===== src/rtl/gpcs_regs_pkg.sv =====
package gpcs_regs_pkg;
  localparam int REG_W = 16;

  localparam int BIT_PCS_RST  = 15;
  localparam int BIT_LOOPBACK = 14;
  localparam int BIT_AN_EN    = 12;
  localparam int BIT_PWR_DOWN = 11;
  localparam int BIT_ISOLATE  = 10;
  localparam int BIT_AN_RST   = 9;
  localparam int BIT_LINK     = 2;

  // stored control bits, their reset values, and fixed read-as-one bits
  localparam logic [REG_W-1:0] CTRL_RW_MASK = 16'h5C00;
  localparam logic [REG_W-1:0] CTRL_RST_VAL = 16'h1000;
  localparam logic [REG_W-1:0] CTRL_CONST   = 16'h0140;
  localparam logic [REG_W-1:0] STAT_CONST   = 16'h0009;

  typedef enum logic [1:0] {
    SEL_NONE,
    SEL_CTRL,
    SEL_STAT
  } reg_sel_e;
endpackage


===== src/rtl/gpcs_ctrl_reg.sv =====
module gpcs_ctrl_reg
  import gpcs_regs_pkg::*;
(
  input  logic             clk_i,
  input  logic             rst_ni,
  input  logic             wr_i,
  input  logic [REG_W-1:0] wdata_i,
  output logic [REG_W-1:0] ctrl_q_o,
  output logic             rst_pulse_o,
  output logic             an_restart_o
);
  for (genvar i = 0; i < REG_W; i++) begin : g_bit
    if (CTRL_RW_MASK[i]) begin : g_rw
      always_ff @(posedge clk_i or negedge rst_ni) begin
        if (!rst_ni)   ctrl_q_o[i] <= CTRL_RST_VAL[i];
        else if (wr_i) ctrl_q_o[i] <= wdata_i[i];
      end
    end else begin : g_ro
      assign ctrl_q_o[i] = 1'b0;
    end
  end

  // self-clearing commands: one cycle per write
  always_ff @(posedge clk_i or negedge rst_ni) begin
    if (!rst_ni) begin
      rst_pulse_o  <= 1'b0;
      an_restart_o <= 1'b0;
    end else begin
      rst_pulse_o  <= wr_i & wdata_i[BIT_PCS_RST];
      an_restart_o <= wr_i & wdata_i[BIT_AN_RST];
    end
  end

  logic unused_wdata;
  assign unused_wdata = ^{wdata_i[8:0], wdata_i[13]};
endmodule


===== src/rtl/gpcs_link_latch.sv =====
module gpcs_link_latch (
  input  logic clk_i,
  input  logic rst_ni,
  input  logic link_ok_i,
  input  logic clr_i,
  output logic link_o
);
  // read reloads from live link; a drop in the read cycle still wins
  always_ff @(posedge clk_i or negedge rst_ni) begin
    if (!rst_ni)    link_o <= 1'b0;
    else if (clr_i) link_o <= link_ok_i;
    else            link_o <= link_o & link_ok_i;
  end
endmodule


===== src/rtl/gpcs_rd_mux.sv =====
module gpcs_rd_mux
  import gpcs_regs_pkg::*;
(
  input  logic             clk_i,
  input  logic             rst_ni,
  input  logic             rd_i,
  input  reg_sel_e         sel_i,
  input  logic [REG_W-1:0] ctrl_i,
  input  logic             link_i,
  output logic [REG_W-1:0] rd_data_o
);
  logic [REG_W-1:0] rd_d;

  always_comb begin
    rd_d = '0;
    unique case (sel_i)
      SEL_CTRL: rd_d = CTRL_CONST | ctrl_i;
      SEL_STAT: begin
        rd_d           = STAT_CONST;
        rd_d[BIT_LINK] = link_i;
      end
      default:  rd_d = '0;
    endcase
  end

  always_ff @(posedge clk_i or negedge rst_ni) begin
    if (!rst_ni)   rd_data_o <= '0;
    else if (rd_i) rd_data_o <= rd_d;
  end
endmodule


===== src/rtl/gpcs_mgmt_regs.sv =====
module gpcs_mgmt_regs
  import gpcs_regs_pkg::*;
#(
  parameter int ADDR_W    = 5,
  parameter int CTRL_ADDR = 0,
  parameter int STAT_ADDR = 1
) (
  input  logic              clk_i,
  input  logic              rst_ni,
  input  logic [ADDR_W-1:0] addr_i,
  input  logic              wr_en_i,
  input  logic [REG_W-1:0]  wr_data_i,
  input  logic              rd_en_i,
  output logic [REG_W-1:0]  rd_data_o,
  input  logic              link_ok_i,
  output logic              pcs_rst_o,
  output logic              an_restart_o,
  output logic              an_en_o,
  output logic              isolate_o,
  output logic              pwr_down_o,
  output logic              loopback_o
);
  localparam logic [ADDR_W-1:0] CTRL_A = ADDR_W'(CTRL_ADDR);
  localparam logic [ADDR_W-1:0] STAT_A = ADDR_W'(STAT_ADDR);

  reg_sel_e         sel;
  logic [REG_W-1:0] ctrl_q;
  logic             rst_pulse;
  logic             link_lat;

  always_comb begin
    if (addr_i == CTRL_A)      sel = SEL_CTRL;
    else if (addr_i == STAT_A) sel = SEL_STAT;
    else                       sel = SEL_NONE;
  end

  gpcs_ctrl_reg u_ctrl (
    .clk_i        (clk_i),
    .rst_ni       (rst_ni),
    .wr_i         (wr_en_i && sel == SEL_CTRL),
    .wdata_i      (wr_data_i),
    .ctrl_q_o     (ctrl_q),
    .rst_pulse_o  (rst_pulse),
    .an_restart_o (an_restart_o)
  );

  gpcs_link_latch u_link (
    .clk_i     (clk_i),
    .rst_ni    (rst_ni),
    .link_ok_i (link_ok_i),
    .clr_i     (rd_en_i && sel == SEL_STAT),
    .link_o    (link_lat)
  );

  gpcs_rd_mux u_rd (
    .clk_i     (clk_i),
    .rst_ni    (rst_ni),
    .rd_i      (rd_en_i),
    .sel_i     (sel),
    .ctrl_i    (ctrl_q),
    .link_i    (link_lat),
    .rd_data_o (rd_data_o)
  );

  assign an_en_o    = ctrl_q[BIT_AN_EN];
  assign isolate_o  = ctrl_q[BIT_ISOLATE];
  assign pwr_down_o = ctrl_q[BIT_PWR_DOWN];
  assign loopback_o = ctrl_q[BIT_LOOPBACK];
  // isolate holds the PCS in reset
  assign pcs_rst_o  = rst_pulse | isolate_o;
endmodule


===== config.mk =====
export PLATFORM = sky130hd
export DESIGN_NAME = gpcs_mgmt_regs
export DESIGN_NICKNAME = d
export VERILOG_FILES = /design/src/rtl/gpcs_regs_pkg.sv /design/src/rtl/gpcs_ctrl_reg.sv /design/src/rtl/gpcs_link_latch.sv /design/src/rtl/gpcs_rd_mux.sv /design/src/rtl/gpcs_mgmt_regs.sv
export SDC_FILE = /design/constraint.sdc
export NUM_CORES = 1
export LEC_CHECK = 0
export BUFFER_PORTS_ARGS = -buffer_cell sky130_fd_sc_hd__buf_2
export CAP_MARGIN = 30
export CORE_MARGIN = 2
export CORE_UTILIZATION = 34
export CTS_CLUSTER_DIAMETER = 150
export CTS_CLUSTER_SIZE = 40
export DETAILED_ROUTE_END_ITERATION = 16
export PLACE_DENSITY = 0.79
export REMOVE_ABC_BUFFERS = 1
export SYNTH_ARGS = -nofsm -noshare
export SYNTH_HDL_FRONTEND = slang
export SYNTH_SLANG_ARGS = --single-unit

===== constraint.sdc =====
create_clock -name clk_i -period 0.8 [get_ports clk_i]
set_input_delay 0.16 -clock clk_i [delete_from_list [all_inputs] [get_ports clk_i]]
set_output_delay 0.16 -clock clk_i [all_outputs]
set_load 0.03 [all_outputs]

After elaboration in Yosys (flattened, before gate mapping) --
Index checks and enable logic that the tools add are counted.
Cells by class: reduce and logical (&&, ||, !) cells 3, equal/unequal tests 3, bitwise gates (word level) 4, mux-type cells 4
Operators with widths (count):
- $pmux 15 s2 | 1
- $eq 5x1->1 const B | 1
- $logic_not 5->1 | 1
- $mux 2 | 2
- $and 1x1->1 | 3
- $eq 2x1->1 const B | 1
- $eq 2x2->1 const B | 1
- $logic_and 1x1->1 | 2
- $mux 1 | 1
- $or 1x1->1 | 1
Storage, ports and cells: output and inout port bits 22, input port bits 26, register bits after elaboration 23

Logic depth before layout (Yosys ltp) --
Gate-level depths: netlist of the first run.
depth after elaboration 6, mapped depth 3, gate-level depth less buffers 3

By module --
A second synthesis of the first run with hierarchy kept.
Second synthesis, totals: cells, all modules 103, area total of the unflattened synthesis 1083.5 sq um
By module, submodules not included:
- gpcs_rd_mux | cells an instance 69, times used 1, area an instance 689.4 sq um
- gpcs_ctrl_reg | cells an instance 25, times used 1, area an instance 305.3 sq um
- gpcs_mgmt_regs | cells an instance 7, times used 1, area an instance 56.3 sq um
- gpcs_link_latch | cells an instance 2, times used 1, area an instance 32.5 sq um

Least setup slack after synthesis of the first run --
Ideal clock, no wire load.
path type input -> register, start in addr_i[1], end reg u_rd.rd_data_o[2], buffers on the path 0, stages 3, data arrival time 1.083 ns, path slack -0.348 ns, data required time 0.734 ns, path through or4b_4 -> nor3b_2 -> a22o_1
On the way: longest elaborated chain between the ends 5
Ends and longest elaborated chain:
- start: declaration | line gpcs_mgmt_regs.sv:10 | input logic [ADDR_W-1:0] addr_i,
- $eq 5x1->1 | line gpcs_mgmt_regs.sv:33 | else if (addr_i == STAT_A) sel = SEL_STAT;
- $mux 2 | line gpcs_mgmt_regs.sv:33
- $mux 2 * | line gpcs_mgmt_regs.sv:32 | if (addr_i == CTRL_A) sel = SEL_CTRL;
- $eq 2x2->1 or $eq 2x1->1 (tied branches) | line gpcs_rd_mux.sv:16 | unique case (sel_i)
- $pmux 15 s2 * | line gpcs_rd_mux.sv:16
- end signal: assignment | line gpcs_rd_mux.sv:28 | else if (rd_i) rd_data_o <= rd_d;
- end: declaration | line gpcs_rd_mux.sv:10 | output logic [REG_W-1:0] rd_data_o
Every way passes the cells marked *; elsewhere a longest branch is shown, timed or not. A chain may end at the register's enable or synchronous reset.

Final worst setup path of the first run --
start reg u_ctrl.rst_pulse_o, end out pcs_rst_o
On the way: longest elaborated chain between the ends 1
Ends and longest elaborated chain:
- start: declaration | line gpcs_ctrl_reg.sv:9 | output logic rst_pulse_o,
- start signal: assignment | line gpcs_ctrl_reg.sv:29 | rst_pulse_o <= wr_i & wdata_i[BIT_PCS_RST];
- $or 1x1->1 | line gpcs_mgmt_regs.sv:70 | assign pcs_rst_o = rst_pulse | isolate_o;
- end: declaration | line gpcs_mgmt_regs.sv:16 | output logic pcs_rst_o,
Every way passes these cells.

==> flow_metrics.tcl, run 1 <==
set metrics [dict create \
    crit_required_ps 640 \
    setup_viol 27 \
    placed_cell_area_sq_um 806 \
    crit_type "flip-flop to primary output" \
    firstDrtPassIters 1 \
    dieArea_sq_um 2170 \
    drtIter0Drc 0 \
    drc 0 \
    antenna_found_initial 0 \
    fin_crit_ps 1190 \
    crit_fanout 1 \
    area_growth_syn_to_layout_pct 78.9 \
    start_util 0.361 \
    ys_warn_count 0 \
    synth_edf_count 0 \
    clk_latency_ps 280 \
    synth-seq-cells 14 \
    routedWlPerCell_microns 12.1 \
    drt_wl_total_mm 1.49 \
    vias 516 \
    routed_via_density 4.20 \
    ant_nets 0 \
    nFillCells 136 \
    numCtsBuffers 3 \
    synth_top_cell_area_share 0.527 \
    cts_tree "yes" \
    gr-total-overflow 0 \
    clockRootBuffer "clkbuf_4" \
    fin_crit_sh 1.48 \
    grt_max_degree 15 \
    dp_hpwl_microns 913 \
    pwr-share-seq 0.418 \
    die_x_microns 46.6 \
    timing.final.ws_setup_ps -386 \
    yosys.area.top_type "dfrtp_1" \
    finalMaxSlewViolations 0 \
    htree_levels 1 \
    p_int_w 0.00135 \
    clock-skew-final_ps 0.402 \
    power_density_nw_per_um2 1730 \
    async_flop_share 1.00 \
    cp.arrival_ps 1030 \
    critPathCaptureType "primary output" \
    max-clock-path-buffers 2 \
    grt_pass1_vias 554 \
    synth_common_cells "dfrtp_1 (13), buf_4 (9), a22o_1 (5)" \
    synth_cell_type_count 17 \
    yosysSeqAreaShare 0.570 \
    peakVddDrop_uv 856 \
    n_antenna_cell 0 \
    switchingPower_w 0.000555 \
    grtUsageTotal 0.152 \
    rows 15 \
    synthTopCellsByArea "dfrtp_1 (53%), buf_4 (11%), mux2_2 (7.3%)" \
    comb_power_share 0.317 \
    syn-cell-area_sq_um 617 \
    die_h_microns 46.6 \
    grt_pass1_wl_mm 2.22 \
    rsz0062_at_grt "true" \
    max_freq_ghz 0.843 \
    hold_violations 0 \
    p_clk_frac 0.265 \
    holdCritPathClass "input pin to flip-flop" \
    gp_congestion 0.692 \
    avgSynthCellArea_sq_um 12.9 \
    ios 48 \
    outcome "finished with violations" \
    syn_inst 48 \
    power.leakage_nw 0.607 \
    startpoint_type "flip-flop" \
    violations "negative setup slack" \
    whs_ps 72.0 \
    cts_sinks 14 \
    core-area_sq_um 1710 \
    synth.most_common_cell "dfrtp_1" \
    drive_gt1_frac 0.653 \
    drv_cap 0 \
    switching_share 0.291 \
    fin_nets 125 \
    final_area_sq_um 1100 \
    portBuffers 30 \
    ys.flop_type "dfrtp_1" \
    clk_pin_slew_ps 90 \
]
==> stage by stage <==
stage	instances	total power [W]	worst slack [ps]	setup TNS [ps]	utilization
after floorplan	45	0.00103	-348	-3290	-
after global placement	107	0.00119	-475	-6020	0.472
after detailed placement	107	0.00119	-515	-6330	0.472
after CTS	120	0.00187	-396	-5040	0.612
after global routing	123	0.00199	-422	-6020	0.646
final	123	0.00191	-386	-5120	0.646
==> sequential cells by signal, summed over array words and instances, names as in the netlist <==
register / cells
u_ctrl.an_restart_o: 1
u_link.link_o: 1
u_ctrl.rst_pulse_o: 1
u_rd.rd_data_o: 7
u_ctrl.ctrl_q_o: 4
==> cell families (layout without fill, tap and decap cells) <==
logic type,after synthesis,in the layout,synth area share
buffers and inverters,12,56,0.128
and+or+nand+nor,9,9,0.114
muxes,4,4,0.0730
other,1,7,0.00608
AOI/OAI and AO/OA,8,8,0.110
DFF,14,14,0.570
==> area by class of cell <==
cell class	instances	area, sq um	share of cell area
Tap cell	25	31.3	0.0283
Clock buffer	4	36.3	0.0329
Timing Repair Buffer	49	420	0.381
Sequential cell	14	352	0.319
Multi-Input combinational cell	28	253	0.229
Inverter	3	11.3	0.0102
==> worst paths after layout <==
check                                                start                              end  slack, ps  cells past startpoint
max in group asynchronous                           rst_ni  u_ctrl.ctrl_q_o[12]$_DFFE_PN1N_        220                      2
hold / removal                               wr_data_i[15]     u_ctrl.rst_pulse_o$_DFF_PN0_         70                      3
setup reg to reg           u_ctrl.ctrl_q_o[12]$_DFFE_PN1N_  u_ctrl.ctrl_q_o[12]$_DFFE_PN1N_       -100                      3
min in group asynchronous                           rst_ni    u_rd.rd_data_o[8]$_DFFE_PN0P_        300                      2
hold reg to reg                    u_link.link_o$_DFF_PN0_    u_rd.rd_data_o[2]$_DFFE_PN0P_        510                      1
setup / recovery              u_ctrl.rst_pulse_o$_DFF_PN0_                        pcs_rst_o       -390                      2
==> repair_timing <==
action | 4_1_cts | 5_1_grt
pin swaps | 3 | 3
setup buffers | 8 | 3
hold buffers | 1 | 0
setup endpoints to repair | 29 | 29
hold endpoints to repair | 13 | 0
gates resized for setup | 39 | 7
==> cells in the final DEF (no fill, tap or decap), types with 2 or more instances in the layout <==
cell type and n:
a22o_1 5, buf_2 13, buf_4 14, buf_6 20, clkbuf_4 3, conb_1 7, dfrtp_1 13, inv_1 3
mux2_4 3, nor2_1 3, nor3_4 2
==> per-layer routing <==
| metal | share of wire | track usage | wire length, microns | vias up |
|---|---|---|---|---|
| met5 | 0 | 0 | 0 | - |
| met4 | 0.0080 | 0.120 | 12 | 0 |
| met3 | 0.056 | 0.0392 | 83 | 2 |
| met2 | 0.54 | 0.256 | 814 | 22 |
| met1 | 0.39 | 0.159 | 584 | 243 |
| li1 | - | - | - | 249 |
==> critical path: stages (launching register included) <==
cell and delay, ps:
dfrtp_1 370, or2_4 240, buf_6 140
==> power groups by stage <==
| stage | Clock [W] | Combinational, W | Sequential (W) |
|---|---|---|---|
| 4_1_cts | 0.000521 | 0.000552 | 0.000796 |
| 6_report | 0.000505 | 0.000603 | 0.000798 |
| 3_5_place_dp | 0 | 0.000394 | 0.000799 |
| 3_3_place_gp | 0 | 0.000387 | 0.000799 |
| 2_1_floorplan | 0 | 0.000128 | 0.000899 |
| 5_1_grt | 0.000552 | 0.000640 | 0.000801 |
Note: power is estimated with default switching activity, not from simulation.
==> run 2: changes to the inputs <==
--- a/config.mk
+++ b/config.mk
@@ -13,6 +13,7 @@
 export CTS_CLUSTER_SIZE = 40
 export DETAILED_ROUTE_END_ITERATION = 16
 export PLACE_DENSITY = 0.79
+export RECOVER_POWER = 100
 export REMOVE_ABC_BUFFERS = 1
 export SYNTH_ARGS = -nofsm -noshare
 export SYNTH_HDL_FRONTEND = slang
==> flow_metrics.tcl, run 2 (synthesis gave the netlist of run 1 again) <==
set metrics [dict create \
    final_cell_mix "buf_6 (20), dfrtp_1 (13), buf_2 (12), buf_4 (12), conb_1 (7)" \
    max-clock-path-buffers 2 \
    cts_sinks 14 \
    area_growth_syn_to_layout_pct 78.9 \
    rows 15 \
    r2r_cells 3 \
    holdCritStartpoint "wr_data_i[15]" \
    die_x_microns 46.6 \
    max_freq_ghz 0.843 \
    critPathCaptureType "primary output" \
    startpoint_type "flip-flop" \
    grtUsageTotal 0.152 \
    largestRegisters "u_rd.rd_data_o: 7 flops, u_ctrl.ctrl_q_o: 4 flops" \
    holdPathEnd "u_ctrl.rst_pulse_o$_DFF_PN0_" \
    peakVddDrop_uv 856 \
    worst-path-buf-inv 1 \
    clk_latency_ps 280 \
    holdCritPathClass "input pin to flip-flop" \
    rsz0062_at_grt "true" \
    drc 0 \
    slowest_stage "dfrtp_1" \
    reg2reg_to "u_ctrl.ctrl_q_o[12]$_DFFE_PN1N_" \
    htree_levels 1 \
    drtIter0Drc 0 \
    ff2ff_setup_slack_ps -100 \
    gp_congestion 0.692 \
    fin_crit_ps 1190 \
    gr-total-overflow 0 \
    tns_ps -5120 \
    routedWlPerCell_microns 12.1 \
    regMostFlops "u_rd.rd_data_o" \
    drt_wl_total_mm 1.49 \
    power_density_nw_per_um2 1730 \
    crit_type "flip-flop to primary output" \
    violations "negative setup slack" \
    die_h_microns 46.6 \
    largest_reg_flops 7 \
    numCtsBuffers 3 \
    crit_required_ps 640 \
    crit_chain "or2_4 -> buf_6" \
    firstDrtPassIters 1 \
    timing.final.ws_setup_ps -386 \
    ios 48 \
    outcome "finished with violations" \
    routed_via_density 4.20 \
    grt_pass1_vias 554 \
    antenna_found_initial 0 \
    n_antenna_cell 0 \
    core-area_sq_um 1710 \
    clk_pin_slew_ps 90 \
    setup_viol 27 \
    start_util 0.361 \
    fin_cells 123 \
    grt_max_degree 15 \
    ant_nets 0 \
    vias 516 \
    place_inst 107 \
    grt_pass1_wl_mm 2.22 \
    clockRootBuffer "clkbuf_4" \
    drv_cap 0 \
    power.leakage_nw 0.607 \
    crit_family "flip-flops" \
    finalMaxSlewViolations 0 \
    cp_slowest_stage_delay_ps 370 \
    hold_violations 0 \
    clock-skew-final_ps 0.402 \
    min_path_cells 3 \
    drive_gt1_frac 0.653 \
    layout.cells.most_common "buf_6" \
    cts_tree "yes" \
    dieArea_sq_um 2170 \
    portBuffers 30 \
    cp.arrival_ps 1030 \
    fin_nets 125 \
    fin_crit_sh 1.48 \
    dp_hpwl_microns 913 \
    r2r-start "u_ctrl.ctrl_q_o[12]$_DFFE_PN1N_" \
    crit_fanout 1 \
]
[run 2: per-stage QoR]
step,total power [W],instance area [sq um],setup slack [ps],hold slack (ps),util
floorplan,0.00103,572,-348,-136,-
global placement,0.00119,806,-475,60.3,0.472
detailed placement,0.00119,806,-515,66.7,0.472
CTS,0.00187,1040,-396,64.9,0.612
global route,0.00199,1100,-422,76.9,0.646
finish,0.00191,1100,-386,72.2,0.646
[run 2: how the worst max path moves through the flow]
stage	slack, ps	from	cells past startpoint	endpoint
floorplan	-350	addr_i[1]	3	u_rd.rd_data_o[2]$_DFFE_PN0P_
global placement	-480	addr_i[1]	4	u_rd.rd_data_o[14]$_DFFE_PN0P_
detailed placement	-520	addr_i[1]	4	u_rd.rd_data_o[11]$_DFFE_PN0P_
CTS	-400	u_ctrl.rst_pulse_o$_DFF_PN0_	2	pcs_rst_o
global route	-420	u_ctrl.ctrl_q_o[10]$_DFFE_PN0N_	2	pcs_rst_o
finish	-390	u_ctrl.rst_pulse_o$_DFF_PN0_	2	pcs_rst_o
[run 2: timing repair]
action	in CTS	in global routing
setup endpoints to repair	29	29
resized for setup	39	7
endpoints found under the hold margin	13	0
pin swaps	3	3
hold buffers	1	0
buffers inserted	8	3
[run 2: area by class of cell]
| cell class | count | area, sq um |
|---|---|---|
| fillers | 136 | 604 |
| repair buffers | 49 | 420 |
| flip-flops and latches | 14 | 352 |
| multi-input cells | 28 | 253 |
| clock buffers | 4 | 36.3 |
| well taps | 25 | 31.3 |
| inverters | 3 | 11.3 |
[run 2: routing by layer]
metal / wire length (microns) / vias up / part of all wire / track usage
met1: 582 / 243 / 0.39 / 0.159
met4: 12 / 0 / 0.0080 / 0.120
met5: 0 / - / 0 / 0
li1: - / 249 / - / -
met2: 813 / 22 / 0.55 / 0.256
met3: 83 / 2 / 0.056 / 0.0392
[run 2: worst register-to-register path, cell delays in order, from the launching register on]
cell and delay [ps]:
dfstp_2 390, buf_6 110, buf_6 100, mux2_4 240
[run 2: power by group]
part | internal [W] | leakage, nW | switching, W
clock | 0.000277 | 0.0210 | 0.000228
combinational | 0.000314 | 0.398 | 0.000289
sequential | 0.000760 | 0.188 | 0.0000378
==> run 3: changes to the inputs <==
--- a/config.mk
+++ b/config.mk
@@ -7,7 +7,7 @@
 export LEC_CHECK = 0
 export BUFFER_PORTS_ARGS = -buffer_cell sky130_fd_sc_hd__buf_2
 export CAP_MARGIN = 30
-export CORE_MARGIN = 2
+export CORE_MARGIN = 5
 export CORE_UTILIZATION = 34
 export CTS_CLUSTER_DIAMETER = 150
 export CTS_CLUSTER_SIZE = 40
@@ -15,6 +15,7 @@
 export PLACE_DENSITY = 0.79
 export RECOVER_POWER = 100
 export REMOVE_ABC_BUFFERS = 1
+export SKIP_LAST_GASP = 1
 export SYNTH_ARGS = -nofsm -noshare
 export SYNTH_HDL_FRONTEND = slang
 export SYNTH_SLANG_ARGS = --single-unit
==> flow_metrics.tcl, run 3 (synthesis gave the netlist of run 1 again) <==
set metrics [dict create \
    outcome "finished with violations" \
    violations "negative setup slack" \
    die_x_microns 52.6 \
    gp_congestion 0.684 \
    cts_tree "yes" \
    rows 15 \
    rsz0062_at_grt "true" \
    max-clock-path-buffers 2 \
    firstDrtPassIters 3 \
    ant_nets 0 \
    dp_hpwl_mm 1.00 \
    crit_fanout 1 \
    drv_cap 0 \
    critPathCaptureType "primary output" \
    startpoint_type "flip-flop" \
    grt_pass1_vias 533 \
    r2r_cells 2 \
    crit_required_ps 640 \
    crit_family "flip-flops" \
    cp.depth 2 \
    fin_nets 120 \
    max_freq_ghz 0.848 \
    core-area_sq_um 1730 \
    vias 504 \
    placed_cell_area_sq_um 798 \
    gr-total-overflow 0 \
    routedWlPerCell_microns 12.8 \
    clock-skew-final_ps 1.30 \
    place_inst 106 \
    regMostFlops "u_rd.rd_data_o" \
    grt_max_degree 15 \
    fin_cells 118 \
    drtIter0Drc 5 \
    setup_viol 27 \
    cts_sinks 14 \
    die_h_microns 52.6 \
    area_growth_syn_to_layout_pct 66.3 \
    power.leakage_nw 0.573 \
    htree_levels 1 \
    holdCritPathClass "input pin to flip-flop" \
    largestRegisters "u_rd.rd_data_o: 7 flops, u_ctrl.ctrl_q_o: 4 flops" \
    drive_gt1_frac 0.613 \
    routed_via_density 4.27 \
    power_density_nw_per_um2 1810 \
    grtUsageTotal 0.123 \
    numCtsBuffers 3 \
    final_cell_mix "buf_6 (19), buf_2 (13), dfrtp_1 (13)" \
    slowest_stage "dfrtp_1" \
    cp_slowest_stage_delay_ps 360 \
    peakVddDrop_uv 1110 \
    final_area_sq_um 1030 \
    antenna_found_initial 0 \
    power.total_w 0.00186 \
    hold_violations 0 \
    fin_crit_ps 1180 \
    clk_latency_ps 280 \
    dieArea_sq_um 2770 \
    fin_crit_sh 1.47 \
    portBuffers 30 \
    clk_pin_slew_ps 80 \
    finalMaxSlewViolations 0 \
    layout.cells.most_common "buf_6" \
    drc 0 \
    min_path_cells 3 \
    nFillCells 162 \
    largest_reg_flops 7 \
    timing.final.ws_setup_ps -379 \
    clockRootBuffer "clkbuf_4" \
    worst-path-buf-inv 1 \
    start_util 0.357 \
    drt_wl_total_mm 1.51 \
    ios 48 \
    n_antenna_cell 0 \
    crit_chain "or2_4 -> buf_6" \
    crit_type "flip-flop to primary output" \
    grt_pass1_wl_mm 2.35 \
    cp.arrival_ps 1020 \
]
[run 3: changes by cell type in the layout (fill, tap and decap cells not counted), sizes merged]
cell / change
buf: -4
clkbuf: -1
[run 3: power by group]
group / total (W) / internal [W] / switching, W
clock: 0.000499 / 0.000277 / 0.000222
combinational: 0.000560 / 0.000284 / 0.000276
sequential: 0.000798 / 0.000760 / 0.0000383
[run 3: final cells by class]
type | count | area, sq um | share of cell area
repair buffers | 44 | 367 | 0.357
flip-flops and latches | 14 | 352 | 0.343
multi-input cells | 28 | 229 | 0.223
clock buffers | 4 | 36.3 | 0.0354
well taps | 25 | 31.3 | 0.0305
inverters | 3 | 11.3 | 0.0110
[run 3: path summary, 6_finish.rpt]
check                           slack, ps                              end                             from
worst min register to register        500    u_rd.rd_data_o[2]$_DFFE_PN0P_          u_link.link_o$_DFF_PN0_
max in group asynchronous             200  u_ctrl.ctrl_q_o[12]$_DFFE_PN1N_                           rst_ni
worst max-delay path                 -380                        pcs_rst_o     u_ctrl.rst_pulse_o$_DFF_PN0_
worst max register to register       -110  u_ctrl.ctrl_q_o[14]$_DFFE_PN0N_  u_ctrl.ctrl_q_o[14]$_DFFE_PN0N_
min in group asynchronous             310    u_rd.rd_data_o[3]$_DFFE_PN0P_                           rst_ni
worst min-delay path                   80     u_ctrl.rst_pulse_o$_DFF_PN0_                    wr_data_i[15]
[run 3: metrics by stage]
| stage | util | worst slack, ps | hold WS (ps) | TNS (ps) |
|---|---|---|---|---|
| floorplan | - | -348 | -136 | -3290 |
| global placement | 0.462 | -475 | 65.6 | -5040 |
| detailed placement | 0.462 | -521 | 61.7 | -5400 |
| CTS | 0.593 | -390 | 74.7 | -5030 |
| global route | 0.594 | -423 | 80.7 | -6270 |
| finish | 0.594 | -379 | 79.7 | -5000 |
[run 3: what timing repair did]
action	CTS	global route
cloned	0	0
pin swaps	6	2
setup endpoints to repair	27	27
gates resized for setup	38	3
hold endpoints to repair	13	0
hold buffers	1	0
buffers inserted	7	1
[run 3: per-layer routing]
layer / track usage / vias up / wire length [microns]
met1: 0.121 / 240 / 512
met3: 0.0712 / 2 / 152
li1: - / 237 / -
met4: 0.0255 / 0 / 6
met2: 0.221 / 25 / 833
met5: 0 / - / 0
[run 3: worst reg2reg max path, cell delays in order (launching register included)]
cell and delay, ps:
dfrtp_1 420, buf_6 130, mux2_4 250
